### config.mk
export PLATFORM = sky130hd
export DESIGN_NAME = seg_status_display
export DESIGN_NICKNAME = d
export VERILOG_FILES = /design/src/rtl/seg_disp_pkg.sv /design/src/rtl/seg_rst_sync.sv /design/src/rtl/seg_bin2bcd.sv /design/src/rtl/seg_glyph_dec.sv /design/src/rtl/seg_out_reg.sv /design/src/rtl/seg_status_display.sv
export SDC_FILE = /design/constraint.sdc
export NUM_CORES = 1
export LEC_CHECK = 0
export ABC_AREA = 1
export BUFFER_PORTS_ARGS = -buffer_cell sky130_fd_sc_hd__buf_2
export CAP_MARGIN = 10
export CORE_MARGIN = 2
export CORE_UTILIZATION = 45
export CTS_CLUSTER_SIZE = 28
export DETAILED_ROUTE_END_ITERATION = 10
export GPL_TIMING_DRIVEN = 0
export HOLD_SLACK_MARGIN = 0.1
export PLACE_DENSITY = 0.79
export SLEW_MARGIN = 5
export SYNTH_ARGS = -nofsm -noshare
export SYNTH_HDL_FRONTEND = slang
export SYNTH_SLANG_ARGS = --single-unit
### constraint.sdc
create_clock -name clk -period 1 [get_ports clk]
set_input_delay 0.1 -clock clk [delete_from_list [all_inputs] [get_ports clk]]
set_output_delay 0.1 -clock clk [all_outputs]
set_load 0.02 [all_outputs]
### src/rtl/seg_disp_pkg.sv
package seg_disp_pkg;
  localparam int SEG_W = 7;
  localparam int BCD_W = 4;

  typedef logic [SEG_W-1:0] seg_t;
  typedef logic [BCD_W-1:0] bcd_t;

  // lit-high form, bit order {g,f,e,d,c,b,a}
  localparam seg_t DASH_HI = 7'b1000000;
  localparam seg_t DARK_HI = 7'b0000000;

  function automatic seg_t shape_hi(input bcd_t code);
    seg_t s;
    case (code)
      4'd0:    s = 7'b0111111;
      4'd1:    s = 7'b0000110;
      4'd2:    s = 7'b1011011;
      4'd3:    s = 7'b1001111;
      4'd4:    s = 7'b1100110;
      4'd5:    s = 7'b1101101;
      4'd6:    s = 7'b1111101;
      4'd7:    s = 7'b0000111;
      4'd8:    s = 7'b1111111;
      4'd9:    s = 7'b1101111;
      default: s = DARK_HI;  // codes 10..15 unlit
    endcase
    return s;
  endfunction
endpackage

### src/rtl/seg_rst_sync.sv
module seg_rst_sync #(
  parameter int STAGES = 2
) (
  input  logic clk,
  input  logic rst_n,
  output logic rst_sync_n
);
  logic [STAGES-1:0] sh_q;
  logic [STAGES-1:0] sh_d;

  always_comb begin
    sh_d = {sh_q[STAGES-2:0], 1'b1};
  end

  always_ff @(posedge clk or negedge rst_n) begin
    if (!rst_n) sh_q <= '0;
    else        sh_q <= sh_d;
  end

  assign rst_sync_n = sh_q[STAGES-1];
endmodule

### src/rtl/seg_bin2bcd.sv
module seg_bin2bcd
  import seg_disp_pkg::*;
#(
  parameter int IN_W = 7,
  parameter int MAX_VAL = 99
) (
  input  logic [IN_W-1:0] bin,
  output bcd_t            tens,
  output bcd_t            units,
  output logic            over
);
  localparam int TENS_MAX = MAX_VAL / 10;

  logic [IN_W-1:0] rem;

  // threshold count: tens is the number of multiples of ten not above bin
  always_comb begin
    tens = '0;
    for (int k = 1; k <= TENS_MAX; k++) begin
      if (bin >= IN_W'(10 * k)) tens = BCD_W'(k);
    end
    rem   = bin - IN_W'(int'(tens) * 10);
    units = BCD_W'(rem);
    over  = (bin > IN_W'(MAX_VAL));
  end
endmodule

### src/rtl/seg_glyph_dec.sv
module seg_glyph_dec
  import seg_disp_pkg::*;
#(
  parameter bit LIT_LOW = 1'b0
) (
  input  bcd_t code,
  input  logic dash,
  output seg_t seg
);
  seg_t hi;

  always_comb begin
    hi = dash ? DASH_HI : shape_hi(code);
  end

  generate
    if (LIT_LOW) begin : g_anode
      assign seg = ~hi;
    end else begin : g_cathode
      assign seg = hi;
    end
  endgenerate
endmodule

### src/rtl/seg_out_reg.sv
module seg_out_reg
  import seg_disp_pkg::*;
#(
  parameter seg_t RST_VAL = '0
) (
  input  logic clk,
  input  logic rst_n,
  input  seg_t d,
  output seg_t q
);
  seg_t q_nxt;

  always_comb begin
    q_nxt = d;
  end

  always_ff @(posedge clk or negedge rst_n) begin
    if (!rst_n) q <= RST_VAL;
    else        q <= q_nxt;
  end
endmodule

### src/rtl/seg_status_display.sv
module seg_status_display
  import seg_disp_pkg::*;
#(
  parameter int RED_W = 7,
  parameter int RED_MAX = 99
) (
  input  logic             clk,
  input  logic             rst_n,
  input  logic [7:0]       grn_bcd,
  input  logic [3:0]       ylw_val,
  input  logic [RED_W-1:0] red_bin,
  output logic [6:0]       grn_tens_seg,
  output logic [6:0]       grn_ones_seg,
  output logic [6:0]       ylw_seg,
  output logic [6:0]       red_tens_seg,
  output logic [6:0]       red_ones_seg
);
  localparam int NUM_DIG = 5;
  // digit slots: 0 green tens, 1 green units, 2 yellow, 3 red tens, 4 red units
  localparam logic [NUM_DIG-1:0] LOW_MASK = 5'b11100;

  logic rst_q_n;
  bcd_t red_tens, red_units;
  logic red_over;
  bcd_t dig_code [NUM_DIG];
  logic dig_dash [NUM_DIG];
  seg_t dig_seg  [NUM_DIG];
  seg_t dig_q    [NUM_DIG];

  seg_rst_sync #(.STAGES(2)) u_rst (
    .clk(clk), .rst_n(rst_n), .rst_sync_n(rst_q_n)
  );

  seg_bin2bcd #(.IN_W(RED_W), .MAX_VAL(RED_MAX)) u_conv (
    .bin(red_bin), .tens(red_tens), .units(red_units), .over(red_over)
  );

  always_comb begin
    dig_code[0] = grn_bcd[7:4];
    dig_code[1] = grn_bcd[3:0];
    dig_code[2] = ylw_val;
    dig_code[3] = red_tens;
    dig_code[4] = red_units;
    dig_dash[0] = 1'b0;
    dig_dash[1] = 1'b0;
    dig_dash[2] = 1'b0;
    dig_dash[3] = red_over;
    dig_dash[4] = red_over;
  end

  // reset reaches the output flops directly so R1 holds at once;
  // release follows the synchronised copy
  logic out_rst_n;
  assign out_rst_n = rst_n & rst_q_n;

  generate
    for (genvar i = 0; i < NUM_DIG; i++) begin : g_dig
      seg_glyph_dec #(.LIT_LOW(LOW_MASK[i])) u_dec (
        .code(dig_code[i]), .dash(dig_dash[i]), .seg(dig_seg[i])
      );
      seg_out_reg #(.RST_VAL(LOW_MASK[i] ? ~DARK_HI : DARK_HI)) u_reg (
        .clk(clk), .rst_n(out_rst_n), .d(dig_seg[i]), .q(dig_q[i])
      );
    end
  endgenerate

  assign grn_tens_seg = dig_q[0];
  assign grn_ones_seg = dig_q[1];
  assign ylw_seg      = dig_q[2];
  assign red_tens_seg = dig_q[3];
  assign red_ones_seg = dig_q[4];

  // conversion is exact in range
  p_exact_r3: assert property (@(posedge clk) disable iff (!out_rst_n)
    (red_bin <= RED_W'(RED_MAX)) |->
      (red_tens <= 4'd9 && red_units <= 4'd9 &&
       int'(red_tens) * 10 + int'(red_units) == int'(red_bin)));

  // out-of-range red shows dashes one clock later
  p_dash_r5: assert property (@(posedge clk) disable iff (!out_rst_n)
    (red_bin > RED_W'(RED_MAX)) |=>
      (red_tens_seg == 7'b0111111 && red_ones_seg == 7'b0111111));

  // zero tens stays visible
  p_lead_zero_r4: assert property (@(posedge clk) disable iff (!out_rst_n)
    (grn_bcd[7:4] == 4'd0) |=> (grn_tens_seg == 7'h3F));

  // invalid yellow code is dark in lit-low form
  p_ylw_dark_r7: assert property (@(posedge clk) disable iff (!out_rst_n)
    (ylw_val > 4'd9) |=> (ylw_seg == 7'h7F));

  // yellow eight lights every segment, lit-low
  p_ylw_eight_r6: assert property (@(posedge clk) disable iff (!out_rst_n)
    (ylw_val == 4'd8) |=> ($countones(ylw_seg) == 0));

  // green units one lights b and c only
  p_grn_one_r2: assert property (@(posedge clk) disable iff (!out_rst_n)
    (grn_bcd[3:0] == 4'd1) |=> (grn_ones_seg == 7'h06));
endmodule

Word level (Yosys, flattened, before mapping)
Memory sizes are Yosys's and may differ from the RTL's. A register that Yosys moved wholly into a read port is not among the register bits.
Cells that the tools add are included.
{ "op_classes": {"n_addsub": 1, "n_mul": 1, "div": 0, "order_cmp": 10, "eq_ne": 0, "shift": 0, "mux": 11, "bitwise_logic": 4, "n_reduce_logical": 2} }
{ "op_table": {"columns": ["operator", "count"], "rows": [
  ["$ge 7x6->1 const B", 3],
  ["$ge 7x7->1 const B", 3],
  ["$not 7->7", 3],
  ["$ge 7x5->1 const B", 2],
  ["$mux 7", 2],
  ["$mux 3", 4],
  ["$mux 4", 2],
  ["$ge 7x4->1 const B", 1],
  ["$gt 7x7->1 const B", 1],
  ["$mul 4x3->3 const B", 1],
  ["$mux 2", 2],
  ["$sub 4x4->4", 1],
  ["$logic_not 1->1", 2],
  ["$and 1x1->1", 1],
  ["$mux 1", 1]
]} }
{ "totals": {"reg_bits": 23, "latch_bits": 0, "mem_bits_rw": 0, "mem_bits_ro": 560, "inputBits": 21, "output_inout_bits": 35, "word_cells": 38, "n_memories": 5} }
{ "mem_list": {"columns": ["name", "depth", "word_bits", "read_ports", "rd_clocked_by_memory_dff", "write_ports", "line", "rtl"], "rows": [
  ["(no name shown)", 16, 7, 1, 1, 0, "seg_disp_pkg.sv:14", "case (code)"],
  ["(no name shown)", 16, 7, 1, 1, 0, "seg_disp_pkg.sv:14", null],
  ["(no name shown)", 16, 7, 1, 0, 0, "seg_disp_pkg.sv:14", null],
  ["(no name shown)", 16, 7, 1, 0, 0, "seg_disp_pkg.sv:14", null],
  ["(no name shown)", 16, 7, 1, 0, 0, "seg_disp_pkg.sv:14", null]
]} }

Depth between registers and ports, before layout
An unclocked memory read counts as a cell.
{ "logic_depth": {"word_depth": 15, "mapped_depth": 21, "ltp_nobuf": 21} }

By module
Synthesis repeated with hierarchy kept, for this count alone.
{ "unflattened": {"cells_unflattened": 258, "area_unflattened_um2": 2197.1} }
{ "by_module_without_submodules": {"columns": ["module", "n_inst", "cells_each", "area_each_um2", "seq_area_each_um2"], "rows": [
  ["seg_glyph_dec at g_dig[2].u_dec ...", 3, 31, 188.9, 0.0],
  ["seg_out_reg at g_dig[2].u_reg ...", 3, 7, 183.9, 183.9],
  ["seg_glyph_dec at g_dig[0].u_dec ...", 2, 35, 186.4, 0.0],
  ["seg_out_reg at g_dig[0].u_reg ...", 2, 7, 175.2, 175.2],
  ["seg_bin2bcd", 1, 54, 290.3, 0.0],
  ["seg_rst_sync", 1, 3, 53.8, 50.0],
  ["seg_status_display", 1, 3, 11.3, 0.0]
]} }

Worst setup path before layout
No wires, ideal clock.
{ "synth_timing": {"path_type": "input -> register", "start": "input red_bin[6]", "end": "register g_dig[4].u_reg.q[6]", "setup_ns": 0.085, "t_arrival_ns": 2.025, "t_required_ns": 0.915, "slack_ns": -1.110, "cell_stages": 20, "n_path_buf": 0, "path_cell_list": "nor2_2 inv_2 nor2_2 nand2_1 nand2_1 nand2_1 nand2_2 nand2_1 nand2_1 nand2_2 nand2_2 nand2_1 ha_1 fa_1 nand2_1 inv_1 a21oi_1 nand2_2 nand2_2 nor2_2"} }
{ "synth_lines": {"columns": ["item", "line", "rtl"], "rows": [
  ["start, declared", "seg_status_display.sv:11", "input logic [RED_W-1:0] red_bin,"],
  ["end signal, assigned", "seg_out_reg.sv:19", "else q <= q_nxt;"],
  ["end, declared", "seg_out_reg.sv:9", "output seg_t q"]
]} }

==> reports/qor.yml <==
route:
  dr.pass1.iters: 4
  wl_um: 4860
  initialDrtViolationCount: 29
  ant_nets: 0
  drc: 0
  wl_per_cell_um: 11.8
  viasPerCell: 4.64
  dr_total_vias: 1915
worst_setup_path:
  cp.required_ns: 1.21
  worstPathArrival_ns: 2.21
  critical_path_buf_inv_count: 2
  crit_type: "primary input to flip-flop"
  crit_path_end_kind: "flip-flop"
  max_stage_delay_ns: 0.34
  rr_worst_depth: 2
  crit_chain: "buf_2 > nand2_2 > inv_1 > a21oi_2 > nand2_2 > nand2_2 > nand2_1 > nand2_1 > nand2_2 > nand2_2 > nand2_4 > ha_4 > fa_2 > xor2_2 > nand3_2 > nand2_4 > nand2_2 > nand2_2 > nor2_2"
  start_kind: "primary input"
  cp_top_family: "simple AND/OR/NAND/NOR gates"
  r2r_start: "u_rst.sh_q[1]"
  cp_max_fo: 6
  slowest_stage: "fa_2"
  r2r_slack_ns: 0.31
  timing.rr.end: "g_dig[2].u_reg.q[2]"
  cp_common_cell: "nand2_2"
logic_synthesis:
  synth_common_cells: "nand2_1 (61), inv_1 (36), ha_1 (30)"
  ys_async_sr_fraction: 1.00
  ys_seq_elements: 37
  ys_types: 24
  yosys_warnings: 0
  yosys.area.top_type: "dfstp_2"
  syn_area_um2: 2190
  synth_nets: 303
  syn_inst: 251
  synth-seq-area-share: 0.434
  synth_edf_count: 0
  synth_ff_type: "dfstp_2"
  netlist_top_cells_area: "dfstp_2 (25%), dfrtp_1 (18%), ha_1 (17%), nand2_1 (10%), inv_1 (6.2%)"
  synth_most_common_cell: "nand2_1"
  yosysTopAreaCellShare: 0.252
  syn-mean-instance-area_um2: 8.73
placement:
  placed_cell_area_um2: 2600
  dp_hpwl_um: 3050
  gp_congestion: 0.811
  io_buffer_count: 55
  pre_cts_slack_ns: -1.36
  place_inst: 373
cts:
  cts_tree: "done"
  path_clk_slew_ns: 0.07
  htreeDepth: 2
  cts-root-buf: "clkbuf_8"
  cts.sinks: 37
  clock_latency_ns: 0.29
  clockBufferDepth: 2
  cts_buffers: 5
sta:
  drv_slew: 0
  finalCritPeriodShare: 1.99
  fin_skew_ns: 0.00822
  fmax_ghz: 0.502
  max-slew-margin-rel: 0.628
  worst_slack_ns: -0.992
  worst_pin_slew_ns: 0.552
  rsz0062_at_grt: "true"
  period_needed_ns: 1.99
  setup_violations: 35
  hold_viol_final: 0
floorplan:
  start_util: 0.464
  num_rows: 25
  dieArea_um2: 5450
  die_w_um: 73.8
  num_io_pins: 56
  core_area_um2: 4720
  fp.dieH_um: 73.8
layout:
  final_nets: 397
  areaGrowthSynthToFinish_pct: 46.5
  utilization: 0.680
  drive_gt1_frac: 0.468
  fillCellCount: 338
  finalNonFillerCells: 413
  design_area_um2: 3210
  n_antenna_cell: 0
outcome:
  violations: "negative setup slack"
  outcome: "finished with violations"
global_route:
  grt_overflow: 0
  track_usage: 0.179
  grt_max_degree: 36
  antenna_found_initial: 0
  grt_pass1_vias: 1915
  grt_pass1_wl_um: 7590
power:
  finalPower_mw: 4.96
  power_density_nw_per_um2: 1540
  cellLeakagePower_nw: 1.70
  peakVddDrop_uv: 873
hold_path:
  hold_class: "primary input to flip-flop"
  min_to: "g_dig[0].u_reg.q[1]"
  worstHoldStart: "grn_bcd[6]"
  hold_depth: 4
flow_run:
  max-cap-violations: 0
worst reg2reg max path, cell delays in order (launching register included):
cell and delay [ns]:
dfrtp_1 0.32, nand2_1 0.15, clkinvlp_4 0.34
what timing repair did:
action | CTS | global route
endpoints found under the hold margin | 20 | 0
hold buffers | 5 | 0
gates cloned | 0 | 1
pin swaps | 6 | 3
buffers inserted | 22 | 4
endpoints found under the setup margin | 35 | 73
gates resized for setup | 53 | 17
how the worst max path moves through the flow:
stage,startpoint,to,slack [ns],cells after the start
2_1_floorplan,red_bin[6],g_dig[4].u_reg.q[6],-1.03,19
3_3_place_gp,red_bin[6],g_dig[4].u_reg.q[6],-1.32,20
3_5_place_dp,red_bin[6],g_dig[4].u_reg.q[6],-1.36,20
4_1_cts,red_bin[5],g_dig[4].u_reg.q[6],-0.89,21
5_1_grt,red_bin[5],g_dig[4].u_reg.q[6],-1.13,21
6_report,red_bin[4],g_dig[4].u_reg.q[6],-0.99,19
registers in the layout, summed over array words and instances (netlist names):
name	flops
u_rst.sh_q	2
g_dig.u_reg.q	35
where the power goes:
group	leakage [nW]	switching, mW	internal, mW	total, mW
logic	1.21	0.900	0.705	1.61
clock network	0.0681	0.510	0.990	1.50
registers	0.420	0.0754	1.78	1.85
metrics by stage:
stage | TNS, ns | hold WS, ns
finish | -11.27 | 0.113
CTS | -9.95 | 0.106
detailed placement | -14.12 | -0.106
global route | -13.50 | 0.138
global placement | -13.58 | -0.107
floorplan | -9.21 | -0.196
final cells by class:
| cell class | count | area (um2) | share of cell area |
|---|---|---|---|
| tap | 67 | 83.8 | 0.0261 |
| timing repair inverter | 1 | 7.51 | 0.00234 |
| multi-input combinational | 172 | 1180 | 0.367 |
| inverter | 42 | 169 | 0.0526 |
| clock buffer | 5 | 68.8 | 0.0214 |
| sequential | 37 | 952 | 0.296 |
| timing repair buffer | 86 | 687 | 0.214 |
| clock inverter | 3 | 65.1 | 0.0203 |
kinds of logic (layout without fill, tap and decap cells):
family          count (synthesis)  count (layout)  share of synthesized area
buf+inv                        42             137                     0.0719
compound gates                 38              38                     0.0976
other cells                     1               1                    0.00171
flops                          37              37                      0.434
simple gates                  101             101                      0.210
fa+ha+maj                      31              31                      0.180
xor+xnor                        1               1                    0.00400
cell usage in the layout, fill, tap and decap left out, types with 2 or more instances in the layout:
cell type      instances
buf_4                 25
nor2_2                 4
nand3_1                8
ha_2                   2
o21ai_1                2
dfstp_2               21
nand3_2                4
dlygate4sd3_1          5
buf_6                 23
clkinvlp_4             2
buf_2                 31
ha_1                  26
o211ai_1               2
dfrtp_1               16
inv_2                  8
a21oi_2                5
inv_1                 30
clkbuf_8               5
inv_4                  3
a21oi_1                3
o21ai_0               19
bufinv_16              2
a31oi_1                3
nand2_2               11
nor2_1                11
ha_4                   2
nand2_1               56
or2_2                  2
nand2_4                3
metal layers:
layer | routed length [um] | track usage | up-vias | share of wire
li1 | - | - | 965 | -
met1 | 1840 | 0.186 | 895 | 0.38
met2 | 2740 | 0.339 | 46 | 0.56
met3 | 199 | 0.0425 | 9 | 0.041
met4 | 91 | 0.0707 | 0 | 0.019
met5 | 0 | 0 | - | 0
(Power assumes the default switching activity.)
